`config.mk`:
```
export PLATFORM = sky130hd
export DESIGN_NAME = door_cmd_ctrl
export DESIGN_NICKNAME = d
export VERILOG_FILES = /design/src/rtl/door_pkg.sv /design/src/rtl/door_rx.sv /design/src/rtl/door_motor.sv /design/src/rtl/door_cmd_ctrl.sv
export SDC_FILE = /design/constraint.sdc
export NUM_CORES = 1
export LEC_CHECK = 0
export CORE_ASPECT_RATIO = 0.7
export CORE_UTILIZATION = 55
export CTS_CLUSTER_DIAMETER = 120
export DETAILED_ROUTE_END_ITERATION = 12
export DONT_BUFFER_PORTS = 1
export GPL_ROUTABILITY_DRIVEN = 0
export MAX_ROUTING_LAYER = met4
export PLACE_DENSITY = 0.71
export SYNTH_ARGS = -nofsm -noshare
export SYNTH_HDL_FRONTEND = slang
export SYNTH_HIERARCHICAL = 1
export SYNTH_SLANG_ARGS = --single-unit
```
`constraint.sdc`:
```
create_clock -name clk -period 2 [get_ports clk]
set_clock_uncertainty 0.1 [all_clocks]
set_input_delay 0.2 -clock clk [delete_from_list [all_inputs] [get_ports clk]]
set_output_delay 0.2 -clock clk [all_outputs]
set_load 0.01 [all_outputs]
```
`src/rtl/door_pkg.sv`:
```
package door_pkg;
    localparam int SPEED_W = 4;

    typedef enum logic [1:0] {
        RX_IDLE  = 2'd0,
        RX_SHIFT = 2'd1,
        RX_HOLD  = 2'd2
    } rx_state_e;

    typedef enum logic [2:0] {
        MT_IDLE   = 3'd0,
        MT_OPEN   = 3'd1,
        MT_CLOSE  = 3'd2,
        MT_REOPEN = 3'd3,
        MT_WAIT   = 3'd4
    } mt_state_e;
endpackage

```
`src/rtl/door_rx.sv`:
```
module door_rx
    import door_pkg::*;
#(
    parameter int SPEED_W = door_pkg::SPEED_W
) (
    input  logic               clk,
    input  logic               rst_n,
    input  logic               sel_n,
    input  logic               sclk,
    input  logic               sdat,
    input  logic               done,
    output logic               word_vld,
    output logic               word_open,
    output logic [SPEED_W-1:0] word_speed,
    output logic               busy
);
    localparam int FRAME_BITS = SPEED_W + 1;
    localparam int CNT_W      = $clog2(FRAME_BITS + 1);
    localparam logic [CNT_W-1:0] FULL = CNT_W'(FRAME_BITS);

    typedef struct packed {
        rx_state_e             st;
        logic                  sclk;
        logic [CNT_W-1:0]      cnt;
        logic [FRAME_BITS-1:0] shreg;
    } rx_regs_t;

    rx_regs_t r_q, r_d;
    logic     rise;

    always_comb begin
        r_d      = r_q;
        rise     = sclk & ~r_q.sclk;
        r_d.sclk = sclk;
        case (r_q.st)
            RX_IDLE: begin
                if (!sel_n) begin
                    r_d.st  = RX_SHIFT;
                    r_d.cnt = '0;
                end
            end
            RX_SHIFT: begin
                if (sel_n) begin
                    r_d.st = (r_q.cnt == FULL) ? RX_HOLD : RX_IDLE;
                end else if (rise && (r_q.cnt != FULL)) begin
                    r_d.shreg = {r_q.shreg[FRAME_BITS-2:0], sdat};
                    r_d.cnt   = r_q.cnt + 1'b1;
                end
            end
            RX_HOLD: begin
                if (done) r_d.st = RX_IDLE;
            end
            default: r_d.st = RX_IDLE;
        endcase
    end

    always_ff @(posedge clk or negedge rst_n) begin
        if (!rst_n) begin
            r_q.st    <= RX_IDLE;
            r_q.sclk  <= 1'b0;
            r_q.cnt   <= '0;
            r_q.shreg <= '0;
        end else begin
            r_q <= r_d;
        end
    end

    assign word_vld   = (r_q.st == RX_HOLD);
    assign busy       = word_vld;
    assign word_open  = r_q.shreg[FRAME_BITS-1];
    assign word_speed = r_q.shreg[SPEED_W-1:0];

    // completion releases the held word on the next edge
    p_busy_release_r2: assert property (@(posedge clk) disable iff (!rst_n)
        (busy && done) |=> !busy);

    // a held word cannot be disturbed by new serial traffic
    p_hold_stable_r10: assert property (@(posedge clk) disable iff (!rst_n)
        (busy && !done) |=> ($stable(word_speed) && $stable(word_open) && busy));
endmodule

```
`src/rtl/door_motor.sv`:
```
module door_motor
    import door_pkg::*;
#(
    parameter int SPEED_W = door_pkg::SPEED_W
) (
    input  logic               clk,
    input  logic               rst_n,
    input  logic               cmd_vld,
    input  logic               cmd_open,
    input  logic [SPEED_W-1:0] cmd_speed,
    input  logic               lim_open,
    input  logic               lim_closed,
    input  logic               person,
    output logic               done,
    output logic               mtr_on,
    output logic               mtr_dir,
    output logic [SPEED_W-1:0] mtr_speed
);
    typedef struct packed {
        mt_state_e          st;
        logic [SPEED_W-1:0] spd;
    } mt_regs_t;

    mt_regs_t m_q, m_d;
    logic     drive_open;

    always_comb begin
        m_d  = m_q;
        done = 1'b0;
        case (m_q.st)
            MT_IDLE: begin
                if (cmd_vld) begin
                    m_d.spd = cmd_speed;
                    if (cmd_open) begin
                        if (lim_open) done = 1'b1;
                        else          m_d.st = MT_OPEN;
                    end else begin
                        if (lim_closed) done = 1'b1;
                        else            m_d.st = MT_CLOSE;
                    end
                end
            end
            MT_OPEN: begin
                if (lim_open) begin
                    done   = 1'b1;
                    m_d.st = MT_IDLE;
                end
            end
            MT_CLOSE: begin
                if (lim_closed) begin
                    done   = 1'b1;
                    m_d.st = MT_IDLE;
                end else if (person) begin
                    m_d.st = MT_REOPEN;
                end
            end
            MT_REOPEN: begin
                if (lim_open) m_d.st = MT_WAIT;
            end
            MT_WAIT: begin
                if (!person) m_d.st = MT_CLOSE;
            end
            default: m_d.st = MT_IDLE;
        endcase
    end

    always_ff @(posedge clk or negedge rst_n) begin
        if (!rst_n) begin
            m_q.st  <= MT_IDLE;
            m_q.spd <= '0;
        end else begin
            m_q <= m_d;
        end
    end

    assign drive_open = (m_q.st == MT_OPEN) || (m_q.st == MT_REOPEN);
    assign mtr_on     = (drive_open && !lim_open) ||
                        ((m_q.st == MT_CLOSE) && !lim_closed);
    assign mtr_dir    = drive_open;
    assign mtr_speed  = mtr_on ? m_q.spd : '0;

    // a person seen while closing reverses the drive on the next edge
    p_abort_close_r5: assert property (@(posedge clk) disable iff (!rst_n)
        (mtr_on && !mtr_dir && person) |=> mtr_dir);

    // a clear doorway after the reopen resumes closing
    p_auto_reclose_r6: assert property (@(posedge clk) disable iff (!rst_n)
        (m_q.st == MT_WAIT && !person) |=> (m_q.st == MT_CLOSE));

    // an open in progress is not disturbed by the person sensor
    p_open_keeps_r8: assert property (@(posedge clk) disable iff (!rst_n)
        (m_q.st == MT_OPEN && !lim_open) |=> (m_q.st == MT_OPEN));

    // speed is kept for the whole command
    p_speed_kept_r3: assert property (@(posedge clk) disable iff (!rst_n)
        (m_q.st != MT_IDLE) |=> $stable(m_q.spd));
endmodule

```
`src/rtl/door_cmd_ctrl.sv`:
```
module door_cmd_ctrl
    import door_pkg::*;
#(
    parameter int SPEED_W = door_pkg::SPEED_W
) (
    input  logic               clk,
    input  logic               rst_n,
    input  logic               cmd_sel_n,
    input  logic               cmd_sclk,
    input  logic               cmd_sdat,
    input  logic               lim_open,
    input  logic               lim_closed,
    input  logic               person,
    output logic               mtr_on,
    output logic               mtr_dir,
    output logic [SPEED_W-1:0] mtr_speed,
    output logic               busy
);
    logic               w_vld;
    logic               w_open;
    logic [SPEED_W-1:0] w_speed;
    logic               w_done;

    door_rx #(.SPEED_W(SPEED_W)) u_rx (
        .clk        (clk),
        .rst_n      (rst_n),
        .sel_n      (cmd_sel_n),
        .sclk       (cmd_sclk),
        .sdat       (cmd_sdat),
        .done       (w_done),
        .word_vld   (w_vld),
        .word_open  (w_open),
        .word_speed (w_speed),
        .busy       (busy)
    );

    door_motor #(.SPEED_W(SPEED_W)) u_mt (
        .clk        (clk),
        .rst_n      (rst_n),
        .cmd_vld    (w_vld),
        .cmd_open   (w_open),
        .cmd_speed  (w_speed),
        .lim_open   (lim_open),
        .lim_closed (lim_closed),
        .person     (person),
        .done       (w_done),
        .mtr_on     (mtr_on),
        .mtr_dir    (mtr_dir),
        .mtr_speed  (mtr_speed)
    );

    // the motor only runs inside a busy window
    p_drive_in_busy_r3: assert property (@(posedge clk) disable iff (!rst_n)
        mtr_on |-> busy);

    // completion is only reported for a held command
    p_done_in_busy_r7: assert property (@(posedge clk) disable iff (!rst_n)
        w_done |-> busy);
endmodule

```
==> impl_metrics.py <==
metrics = {
    "global_route": {
        "grt_max_degree": 19,
        "grt_pass1_wl_mm": 3.08,
        "antenna_found_initial": 0,
        "grt_usage_pct": 23.4,
        "first_global_vias": 686,
        "grt-ovfl-total": 0,
    },
    "sta": {
        "hold_violations": 0,
        "tightest_slew_ns": 0.810,
        "final.min_clock_period_ns": 1.86,
        "slew_headroom_pct": 45.8,
        "timing.final.ws_setup_ns": 0.142,
        "max_freq_ghz": 0.538,
        "setup-tns-final_ns": 0,
        "setup_violations": 0,
        "fin_crit_sh_pct": 92.9,
        "rsz0062_at_grt": "false",
        "final_max_slew_viol_count": 0,
    },
    "power": {
        "ir_worst_vdd_mv": 0.647,
        "switchingPower_mw": 0.203,
        "power_density_mw_per_mm2": 722,
        "pwr-share-comb_pct": 13.3,
        "switching_share_pct": 25.8,
        "p_leak_nw": 0.477,
        "seq_power_share_pct": 57.8,
        "p_clk_share_pct": 28.8,
        "internal-power_mw": 0.585,
        "p_total_mw": 0.788,
    },
    "route": {
        "routed_wl_mm": 1.83,
        "vias": 686,
        "drc": 0,
        "routed_via_density": 5.81,
        "routedWlPerCell_um": 15.5,
        "drt_iter0_drc": 16,
        "postRouteAntennaNets": 0,
        "first_pass_iters": 4,
    },
    "finish": {
        "nets": 108,
        "drive_above_1_share_pct": 21.6,
        "diodes": 0,
        "area_growth_pct": 7.13,
    },
    "die": {
        "core_area_mm2": 0.00165,
        "fp-row-count": 12,
        "initial_core_util_pct": 61.7,
        "dieHeight_um": 38.0,
        "boundaryPins": 15,
        "die_area_mm2": 0.00203,
        "die_w_um": 53.4,
    },
    "logic_synthesis": {
        "synth-adder-area-share_pct": 2.46,
        "syn_avg_cell_area_um2": 10.8,
        "synthSimpleGateAreaFrac_pct": 21.0,
        "yosysMostFrequentCell": "dfrtp_1",
        "synth.ff_latch_count": 18,
        "synth_top_cell_area_share_pct": 44.2,
        "synth_largest_area_cell": "dfrtp_1",
        "muxShareOfSynthArea_pct": 11.9,
        "synth_area_leaders": "dfrtp_1, mux2_2, buf_4",
        "synthCells": 94,
        "synth_xor_area_share_pct": 0,
        "ys_warn_count": 6,
        "yosys.cell_types.count": 35,
        "async_flop_share_pct": 100,
        "synth_area_mm2": 0.00102,
        "ys.flop_type": "dfrtp_1",
        "synth_compound_area_share_pct": 12.5,
        "ys_seq_area_share_pct": 44.2,
        "synth_nets": 104,
        "synth_top_family_by_area": "simple AND/OR/NAND/NOR gates",
        "synth-edff-count": 0,
        "synth_common_cells": "dfrtp_1, mux2_2, inv_1, and2_1, buf_4",
    },
    "setup_path": {
        "cp_cell_sequence": "nor2b_2, mux2i_1, nor2_2, and2_1",
        "cp.buffers_inverters": 0,
        "critPathCaptureType": "output pin",
        "cp.arrival_ns": 1.56,
        "cp.required_ns": 1.70,
        "crit_family": "simple AND/OR/NAND/NOR gates",
        "rr_worst_depth": 6,
        "crit_cells": 4,
        "critical_path_class": "flip-flop to output pin",
        "worst-path-max-fanout": 7,
        "cpPeakStageDelay_ns": 0.46,
        "crit_path_start_kind": "flip-flop",
        "slowest_stage": "dfrtp_2",
    },
    "clocking": {
        "h-tree-depth": 1,
        "cts_buffers": 3,
        "cts_sinks": 18,
        "cts_buffer_depth": 2,
        "cts_tree": "yes",
        "clkLatencyLatePin_ns": 0.30,
        "clk_pin_slew_worst_paths_ns": 0.12,
        "clock-root-buffer": "clkbuf_4",
        "cts_setup_buffers": 0,
    },
    "status": {
        "outcome": "finished clean",
    },
    "min_path": {
        "hp-class": "input port to flip-flop",
        "hold_path_depth": 2,
    },
    "job": {
        "cap_violations": 0,
    },
    "placement": {
        "dp_hpwl_mm": 1.30,
        "place_ws_ns": 0.195,
        "portBuffers": 0,
    },
}
## cell type report
type / count / area [µm²]
timing repair buffer: 6 / 57.6
inverter: 7 / 26.3
tap: 21 / 26.3
multi-input combinational: 62 / 493
clock buffer: 4 / 36.3
sequential: 18 / 452
fill: 145 / 561
## metal layers
layer | up-vias | share of wire [%] | GRT usage (%)
met5 | - | 0 | -
met2 | 17 | 47 | 34.7
met4 | 0 | 1.0 | 9.21
li1 | 338 | - | -
met1 | 329 | 46 | 29.7
met3 | 2 | 5.3 | 7.94
## cell usage in the layout (no fill, tap or decap), drive strengths merged, types with 2 or more instances in the layout
cell type / instances
a21oi: 4
a31oi: 3
and2: 5
and2b: 2
clkbuf: 4
dfrtp: 18
dlygate4sd3: 5
ha: 2
inv: 7
mux2: 9
mux2i: 2
nand2: 4
nand2b: 2
nand3: 2
nand4: 2
nor2: 2
nor2b: 4
nor3b: 2
o21ai: 4
o221ai: 2
o22ai: 2
## worst register-to-register path, delay by kind of cell (launching register included)
family	cells	cell delay, ns
flops	1	0.45
compound gates	2	0.22
simple gates	3	0.88
buf+inv	1	0.08
## logic make-up after synthesis
kind of cell	after synthesis
buf+inv	14
fa+ha+maj	2
compound gates	19
simple gates	30
mux	11
flops	18
## power groups by stage
stage | Sequential (mW) | Combinational [mW] | Clock, mW
global placement | 0.461 | 0.0867 | 0
finish | 0.455 | 0.105 | 0.227
floorplan | 0.451 | 0.117 | 0
detailed placement | 0.464 | 0.0905 | 0
CTS | 0.456 | 0.106 | 0.232
global route | 0.463 | 0.120 | 0.251
## flip-flops by register name, summed over array words and instances, names as in the netlist
register	count
u_mt/m_q	7
u_rx/r_q	6
u_rx/word_speed	4
u_rx/word_open	1
## through the flow
stage / area, µm² / util [%] / hold WS [ns] / cells
6_report: 1090 / 66.1 / 0.0886 / 118
3_5_place_dp: 998 / 60.5 / -0.195 / 109
5_1_grt: 1090 / 66.1 / 0.0960 / 118
4_1_cts: 1090 / 65.9 / 0.0935 / 118
3_3_place_gp: 998 / 60.5 / -0.195 / 109
2_1_floorplan: 1020 / - / -0.196 / 94
## timing repair
item / in CTS / in global routing
gates resized for setup: 2 / 1
endpoints found under the hold margin: 25 / 0
hold buffers: 5 / 0
setup endpoints to repair: 4 / 4
## final timing paths
kind	startpoint	end	slack (ns)
worst max-delay path	u_mt/m_q[5]	mtr_speed[1]	0.14
worst min-delay path	person	u_mt/m_q[6]	0.09
worst max register to register	u_rx/r_q[9]	u_rx/r_q[10]	0.17
worst min register to register	u_mt/m_q[3]	u_mt/m_q[3]	0.41
max in group asynchronous	rst_n	u_mt/m_q[5]	0.94
min in group asynchronous	rst_n	u_rx/r_q[6]	0.32
Note: power is estimated with default switching activity, not from simulation.
